[config.mk]
export PLATFORM = sky130hd
export DESIGN_NAME = cc_timebase
export DESIGN_NICKNAME = d
export VERILOG_FILES = /design/src/rtl/cc_pkg.sv /design/src/rtl/cc_prescale.sv /design/src/rtl/cc_counter.sv /design/src/rtl/cc_unit.sv /design/src/rtl/cc_timebase.sv
export SDC_FILE = /design/constraint.sdc
export NUM_CORES = 1
export LEC_CHECK = 0
export ABC_AREA = 1
export ABC_CLOCK_PERIOD_IN_PS = 7280
export BUFFER_PORTS_ARGS = -buffer_cell sky130_fd_sc_hd__buf_2
export CORE_AREA = 2 2 161 163
export DETAILED_ROUTE_END_ITERATION = 16
export DIE_AREA = 0 0 163 165
export PLACE_DENSITY_LB_ADDON = 0.1
export SETUP_SLACK_MARGIN = 0.15
export SYNTH_ARGS = -nofsm -noshare
export SYNTH_HDL_FRONTEND = slang
export SYNTH_HIERARCHICAL = 1
export SYNTH_SLANG_ARGS = --single-unit
export TNS_END_PERCENT = 30
[constraint.sdc]
create_clock -name clk -period 7.28 [get_ports clk]
set_input_delay 1.456 -clock clk [delete_from_list [all_inputs] [get_ports clk]]
set_output_delay 1.456 -clock clk [all_outputs]
set_load 0.005 [all_outputs]
[src/rtl/cc_pkg.sv]
package cc_pkg;

    localparam int CNT_W    = 16;
    localparam int UNITS    = 5;
    localparam int DIV_SLOW = 12;
    localparam int DIV_FAST = 4;
    localparam int PWM_W    = 8;

    typedef enum logic [1:0] {
        SRC_DIV_SLOW = 2'b00,
        SRC_DIV_FAST = 2'b01,
        SRC_T0       = 2'b10,
        SRC_EXT      = 2'b11
    } src_e;

    typedef enum logic [1:0] {
        UM_CAPTURE = 2'b00,
        UM_TIMER   = 2'b01,
        UM_FASTOUT = 2'b10,
        UM_PWM     = 2'b11
    } umode_e;

    typedef struct packed {
        logic idle_freeze;
        logic wdog;
        src_e src;
        logic ovf_ie;
    } mode_reg_t;

    typedef struct packed {
        logic   irq_en;
        logic   cap_fall;
        logic   cap_rise;
        umode_e mode;
    } ucfg_t;

    function automatic logic is_divider(src_e s);
        return (s == SRC_DIV_SLOW) || (s == SRC_DIV_FAST);
    endfunction

    function automatic logic is_matching(umode_e m);
        return (m == UM_TIMER) || (m == UM_FASTOUT);
    endfunction

    function automatic int max2(int a, int b);
        return (a > b) ? a : b;
    endfunction

endpackage

[src/rtl/cc_prescale.sv]
module cc_prescale
    import cc_pkg::*;
#(
    parameter int DIV_SLOW = cc_pkg::DIV_SLOW,
    parameter int DIV_FAST = cc_pkg::DIV_FAST,
    localparam int PW = $clog2(max2(DIV_SLOW, DIV_FAST))
)(
    input  logic clk,
    input  logic rst,
    input  logic run,
    input  logic freeze,
    input  src_e src,
    input  logic t0_pulse,
    input  logic ext_in,
    output logic tick
);

    logic [PW-1:0] pre_q;
    logic [PW-1:0] limit;
    logic [2:0]    ext_sync;
    logic          ext_rise;
    logic          pre_hit;
    logic          src_pulse;

    always_comb limit = (src == SRC_DIV_FAST) ? PW'(DIV_FAST - 1) : PW'(DIV_SLOW - 1);

    assign pre_hit  = (pre_q >= limit);
    assign ext_rise = ext_sync[1] & ~ext_sync[2];

    always_comb begin
        case (src)
            SRC_DIV_SLOW: src_pulse = pre_hit;
            SRC_DIV_FAST: src_pulse = pre_hit;
            SRC_T0:       src_pulse = t0_pulse;
            default:      src_pulse = ext_rise;
        endcase
    end

    assign tick = run & ~freeze & src_pulse;

    always_ff @(posedge clk) begin
        if (rst) begin
            pre_q    <= '0;
            ext_sync <= '0;
        end else begin
            ext_sync <= {ext_sync[1:0], ext_in};
            if (!run)
                pre_q <= '0;
            else if (!freeze)
                pre_q <= pre_hit ? '0 : pre_q + PW'(1);
        end
    end

    AST_DIV_GAP: assert property (@(posedge clk) disable iff (rst)
        (tick && is_divider(src)) |=> (!tick || !is_divider(src)))
        else $error("divided tick repeated");

endmodule

[src/rtl/cc_counter.sv]
module cc_counter
#(
    parameter int CNT_W = cc_pkg::CNT_W
)(
    input  logic             clk,
    input  logic             rst,
    input  logic             tick,
    input  logic             load,
    input  logic [CNT_W-1:0] load_val,
    output logic [CNT_W-1:0] count,
    output logic [CNT_W-1:0] cnt_next,
    output logic             adv,
    output logic             ovf
);

    logic [CNT_W-1:0] cnt_q;

    assign count    = cnt_q;
    assign cnt_next = cnt_q + CNT_W'(1);
    assign adv      = tick & ~load;
    assign ovf      = adv & (&cnt_q);

    always_ff @(posedge clk) begin
        if (rst)
            cnt_q <= '0;
        else if (load)
            cnt_q <= load_val;
        else if (tick)
            cnt_q <= cnt_next;
    end

    AST_HOLD_NO_TICK: assert property (@(posedge clk) disable iff (rst)
        (!tick && !load) |=> $stable(cnt_q))
        else $error("count moved without tick");

    AST_WRAP_ZERO: assert property (@(posedge clk) disable iff (rst)
        ovf |=> (cnt_q == '0))
        else $error("overflow did not wrap to zero");

endmodule

[src/rtl/cc_unit.sv]
module cc_unit
    import cc_pkg::*;
#(
    parameter int CNT_W = cc_pkg::CNT_W,
    parameter int PWM_W = cc_pkg::PWM_W
)(
    input  logic             clk,
    input  logic             rst,
    input  logic             cfg_we,
    input  ucfg_t            cfg_wdata,
    input  logic             val_we,
    input  logic [CNT_W-1:0] val_wdata,
    input  logic             pin,
    input  logic [CNT_W-1:0] count,
    input  logic [CNT_W-1:0] cnt_next,
    input  logic             adv,
    output logic [CNT_W-1:0] val,
    output logic             hit,
    output logic             irq_en,
    output logic             out
);

    ucfg_t            cfg_q;
    logic [CNT_W-1:0] val_q;
    logic [2:0]       pin_sync;
    logic             out_q;
    logic             rise, fall, cap, match;

    assign rise  = pin_sync[1] & ~pin_sync[2];
    assign fall  = ~pin_sync[1] & pin_sync[2];
    assign cap   = (cfg_q.mode == UM_CAPTURE) &&
                   ((rise && cfg_q.cap_rise) || (fall && cfg_q.cap_fall));
    assign match = adv && (cnt_next == val_q) && is_matching(cfg_q.mode);

    assign hit    = cap | match;
    assign val    = val_q;
    assign irq_en = cfg_q.irq_en;
    assign out    = out_q;

    always_ff @(posedge clk) begin
        if (rst) begin
            cfg_q    <= '0;
            val_q    <= '0;
            pin_sync <= '0;
            out_q    <= 1'b0;
        end else begin
            pin_sync <= {pin_sync[1:0], pin};
            if (cfg_we)
                cfg_q <= cfg_wdata;
            if (cap)
                val_q <= count;
            else if (val_we)
                val_q <= val_wdata;
            case (cfg_q.mode)
                UM_FASTOUT: if (match) out_q <= ~out_q;
                UM_PWM:     out_q <= (count[PWM_W-1:0] < val_q[PWM_W-1:0]);
                default:    out_q <= 1'b0;
            endcase
        end
    end

    AST_CAPTURE_LOAD: assert property (@(posedge clk) disable iff (rst)
        cap |=> (val_q == $past(count)))
        else $error("capture value wrong");

    AST_NO_STRAY_CAPTURE: assert property (@(posedge clk) disable iff (rst)
        (cfg_q.mode != UM_CAPTURE && !val_we) |=> $stable(val_q))
        else $error("value changed outside capture");

    AST_FASTOUT_TOGGLE: assert property (@(posedge clk) disable iff (rst)
        (cfg_q.mode == UM_FASTOUT && match) |=> (out_q != $past(out_q)))
        else $error("fast output did not toggle");

endmodule

[src/rtl/cc_timebase.sv]
module cc_timebase
    import cc_pkg::*;
#(
    parameter int CNT_W    = cc_pkg::CNT_W,
    parameter int UNITS    = cc_pkg::UNITS,
    parameter int DIV_SLOW = cc_pkg::DIV_SLOW,
    parameter int DIV_FAST = cc_pkg::DIV_FAST,
    localparam int SEL_W   = $clog2(UNITS),
    localparam int CTL_W   = UNITS + 2,
    localparam int MODE_W  = $bits(mode_reg_t),
    localparam int UCFG_W  = $bits(ucfg_t)
)(
    input  logic                   clk,
    input  logic                   rst,
    input  logic                   mode_we,
    input  logic [MODE_W-1:0]      mode_wdata,
    input  logic                   ctl_we,
    input  logic [CTL_W-1:0]       ctl_wdata,
    input  logic                   cnt_we,
    input  logic [CNT_W-1:0]       cnt_wdata,
    input  logic [SEL_W-1:0]       unit_sel,
    input  logic                   ucfg_we,
    input  logic [UCFG_W-1:0]      ucfg_wdata,
    input  logic                   uval_we,
    input  logic [CNT_W-1:0]       uval_wdata,
    input  logic                   cpu_idle,
    input  logic                   t0_ovf,
    input  logic                   ext_clk,
    input  logic [UNITS-1:0]       unit_pin,
    output logic [CNT_W-1:0]       count,
    output logic [CTL_W-1:0]       ctl_q,
    output logic [UNITS*CNT_W-1:0] unit_val,
    output logic [UNITS-1:0]       unit_out,
    output logic                   irq,
    output logic                   wdog_en
);

    mode_reg_t        mode_q;
    logic             run_q, cf_q;
    logic [UNITS-1:0] flags_q;
    logic [UNITS-1:0] hits, unit_ie;
    logic             tick, adv, ovf, freeze;
    logic [CNT_W-1:0] cnt_w, cnt_next;

    assign freeze = mode_q.idle_freeze & cpu_idle;

    cc_prescale #(.DIV_SLOW(DIV_SLOW), .DIV_FAST(DIV_FAST)) u_pre (
        .clk      (clk),
        .rst      (rst),
        .run      (run_q),
        .freeze   (freeze),
        .src      (mode_q.src),
        .t0_pulse (t0_ovf),
        .ext_in   (ext_clk),
        .tick     (tick)
    );

    cc_counter #(.CNT_W(CNT_W)) u_cnt (
        .clk      (clk),
        .rst      (rst),
        .tick     (tick),
        .load     (cnt_we),
        .load_val (cnt_wdata),
        .count    (cnt_w),
        .cnt_next (cnt_next),
        .adv      (adv),
        .ovf      (ovf)
    );

    for (genvar i = 0; i < UNITS; i++) begin : g_unit
        cc_unit #(.CNT_W(CNT_W)) u_unit (
            .clk       (clk),
            .rst       (rst),
            .cfg_we    (ucfg_we && (unit_sel == SEL_W'(i))),
            .cfg_wdata (ucfg_t'(ucfg_wdata)),
            .val_we    (uval_we && (unit_sel == SEL_W'(i))),
            .val_wdata (uval_wdata),
            .pin       (unit_pin[i]),
            .count     (cnt_w),
            .cnt_next  (cnt_next),
            .adv       (adv),
            .val       (unit_val[i*CNT_W +: CNT_W]),
            .hit       (hits[i]),
            .irq_en    (unit_ie[i]),
            .out       (unit_out[i])
        );
    end

    always_ff @(posedge clk) begin
        if (rst) begin
            mode_q  <= '0;
            run_q   <= 1'b0;
            cf_q    <= 1'b0;
            flags_q <= '0;
        end else begin
            if (mode_we)
                mode_q <= mode_reg_t'(mode_wdata);
            if (ctl_we) begin
                cf_q    <= ctl_wdata[CTL_W-1] | ovf;
                run_q   <= ctl_wdata[CTL_W-2];
                flags_q <= ctl_wdata[UNITS-1:0] | hits;
            end else begin
                cf_q    <= cf_q | ovf;
                flags_q <= flags_q | hits;
            end
        end
    end

    assign count   = cnt_w;
    assign ctl_q   = {cf_q, run_q, flags_q};
    assign irq     = (cf_q & mode_q.ovf_ie) | (|(flags_q & unit_ie));
    assign wdog_en = mode_q.wdog;

    AST_OVF_SET: assert property (@(posedge clk) disable iff (rst)
        ovf |=> cf_q)
        else $error("overflow flag not set");

    AST_OVF_STICKY: assert property (@(posedge clk) disable iff (rst)
        (cf_q && !ctl_we) |=> cf_q)
        else $error("overflow flag dropped by hardware");

    AST_FLAG_SET: assert property (@(posedge clk) disable iff (rst)
        (hits != '0) |=> ((flags_q & $past(hits)) == $past(hits)))
        else $error("unit flag not set");

    AST_STOPPED_HOLD: assert property (@(posedge clk) disable iff (rst)
        (!run_q && !cnt_we) |=> $stable(cnt_w))
        else $error("count moved while stopped");

    AST_IRQ_QUIET: assert property (@(posedge clk) disable iff (rst)
        (!cf_q && flags_q == '0) |-> !irq)
        else $error("irq without a flag");

endmodule

==> metrics.cfg <==
[setup_path]
setup.worst_path.end_class=register
slowest_stage=inv_1
path_max_fanout=20
crit_chain=buf_2 > nand2_1 > inv_1 > nor2_1 > nand2_1 > nor2_1 > nand2_1 > inv_1 > nand2_1 > nor2_1 > nand3_1 > nor2_2 > nand3_2 > nand2_1 > inv_1 > nand2_1 > nor2_1 > nor2_1
crit_required_ns=7.64
rrSetupSlack_ns=4.01
max_stage_delay_ns=0.58
cp.arrival_ns=3.80
timing.setup.critical_path_class=in -> reg
critical_path.most_common_cell=nand2_1
worst_setup_path_start_kind=input pin

[final_layout]
ff_latch_area_mm2=0.00320
antenna_cell_count=0
layout.filler_cells=2662
num-nets-final=1774
most_common_cell_after_layout_fill_and_taps_aside=nand2_1
share_of_layout_cells_above_drive_strength_1=0.202
multi_input_area_mm2=0.00567
layout.core_utilization=0.463
area_delta_synth_final_pct=16.3
final_cell_mix=nand2_1 (428), nor2_1 (218), inv_1 (179), buf_2 (175), dfxtp_1 (160)
final_area_mm2=0.0116

[clocking]
cts_resized=0
htree_levels=4
cts.clk_slew.worst_paths_ns=0.06
post-cts-setup-buffers=0
clkLatencyLatePin_ns=0.43
clock_tree.buffer_depth=2
cts_num_sinks=160
cts_hold_repair.buffers=0
numCtsBuffers=17
cts_tree=done
cts_root_buffer=clkbuf_16

[power]
worst_vdd_rail_ir_drop_uv=131
pwr-share-seq=0.444
power_density_mw_per_mm2=186
switching_power_total_uw=643
p_int_mw=1.52
total_leakage_power_nw=5.41
power_frac_clock=0.406
combinationalPowerShare=0.150
power.switching_fraction=0.297

[route]
route.detailed.drc=0
finalWirelength_um=34100
via_per_inst=4.94
drt_pass1_iterations=5
drt_iter0_drc=786
vias=9867
route.antenna.remaining_nets=0
avgRoutedWirePerCell_um=17.1

[floorplan]
fp.dieH_um=165
floorplan.io_pins=177
initial_utilization=0.398
floorplan_die_width_um=163
dieArea_mm2=0.0269
core_mm2=0.0250
row_count=58

[global_route]
overall_global_routing_usage=0.253
grt_pass1_vias=8683
number_of_antenna_violations_at_the_first_check_in_global_routing=0
grt_start_max_net_pins=48
global_route.overflow_total=0
grt_first_pass_wirelength_um=51300

[min_path]
hold_path.class=reg -> reg

[timing]
final_setup_slack_of_the_worst_path_ns=3.84
timing.final.max_slew_violations=0
final_hold_viol_count=0
max_slew.worst_pin.slew_ns=1.09
min_period_ns=3.44
finalSetupViolations=0
hold_slack_ns=0.401
worst_slew_margin_rel=0.269
final.setup.tns_ns=0
grt_setup_unrepaired=no
clock.fmax_mhz=291
timing.clock.skew_ns=0.00923
final.period_utilization=0.473

[yosys]
yosys_warnings=6
postSynth.topFlopCell=dfxtp_1
mappedNetlistNets=1621
synth-seq-cells=160
ys_types=42
async_reset_ff_frac=0
syn_inst=1501
post_synth_edffs=0
synth.yosys.seq_area_share=0.321
post_synth_instance_area_mm2=0.00997
avgSynthCellArea_um2=6.64

[place]
detailedPlacementHpwl_um=25600
place_area_mm2=0.0110
place_worst_setup_slack_ns=3.39
gp_routability_congestion=0.903
port_buffers=176

[job]
max_cap_violations=0

[run_status]
run_status=finished, final reports clean

## final timing paths
| kind | cells past startpoint | from | to |
|---|---|---|---|
| max | 18 | cpu_idle | flags_q[0] |
| max reg2reg | 16 | u_cnt/count[0] | flags_q[4] |
| min | 2 | u_pre/ext_sync[0] | u_pre/ext_sync[1] |
| min reg2reg | 2 | u_pre/ext_sync[0] | u_pre/ext_sync[1] |
## cell usage after synthesis (20+ instances only)
master / instances / area share
nand2_1: 428 / 0.16
nor2_1: 218 / 0.082
inv_1: 179 / 0.067
dfxtp_1: 160 / 0.32
a21oi_1: 62 / 0.031
ha_1: 53 / 0.067
o21ai_0: 50 / 0.025
a31oi_1: 43 / 0.027
nand3_1: 33 / 0.017
inv_2: 32 / 0.012
xnor2_1: 28 / 0.025
o21ai_1: 26 / 0.013
nand2_2: 23 / 0.014
a211oi_2: 20 / 0.025
buf_2: 20 / 0.010
## metrics by stage
stage               power [mW]  instances
floorplan                 1.17       1501
global placement          1.30       1965
detailed placement        1.30       1965
CTS                       2.18       1997
global route              2.26       1997
finish                    2.16       1997
## sequential cells by signal (all words and copies together) (netlist names)
register	cells
u_pre/pre_q	4
g_unit.u_unit/irq_en	5
wdog_en	1
g_unit.u_unit/cfg_q	20
run_q	1
flags_q	5
cf_q	1
u_pre/ext_sync	3
u_cnt/count	16
mode_q	4
g_unit.u_unit/val	80
g_unit.u_unit/pin_sync	15
g_unit.u_unit/out	5
## routing by layer
layer  up-vias  GRT usage  part of all wire
li1       5042          -                 -
met1      4515      0.348              0.47
met2       276      0.418              0.47
met3        34     0.0274             0.041
met4         0     0.0720             0.020
met5         -          0                 0
## critical path: cells and delay by family
| family | cells | cell delay [ns] |
|---|---|---|
| buffers and inverters | 4 | 0.80 |
| AND/OR/NAND/NOR | 14 | 1.53 |
## cell families (layout without fill, tap and decap cells)
family	count (synthesis)	in the layout	share of synthesized area
AOI/OAI and AO/OA	235	235	0.156
and+or+nand+nor	756	756	0.314
DFF	160	160	0.321
muxes	1	1	0.00100
buffers and inverters	262	428	0.110
adders and majority gates	53	53	0.0665
xor gates and xnor gates	34	34	0.0306
## final cells by class
| class | count | share of cell area |
|---|---|---|
| Tap cell | 330 | 0.0356 |
| Timing Repair Buffer | 182 | 0.0801 |
| Multi-Input combinational cell | 1079 | 0.489 |
| Clock buffer | 19 | 0.0391 |
| Clock inverter | 13 | 0.00993 |
| Inverter | 214 | 0.0697 |
| Sequential cell | 160 | 0.276 |
## power groups by stage
stage,combinational (mW),sequential (mW),clock [mW]
2_1_floorplan,0.209,0.961,0
3_3_place_gp,0.320,0.979,0
3_5_place_dp,0.322,0.979,0
4_1_cts,0.324,0.959,0.898
5_1_grt,0.365,0.963,0.934
6_report,0.324,0.959,0.879
(Power assumes the default switching activity.)
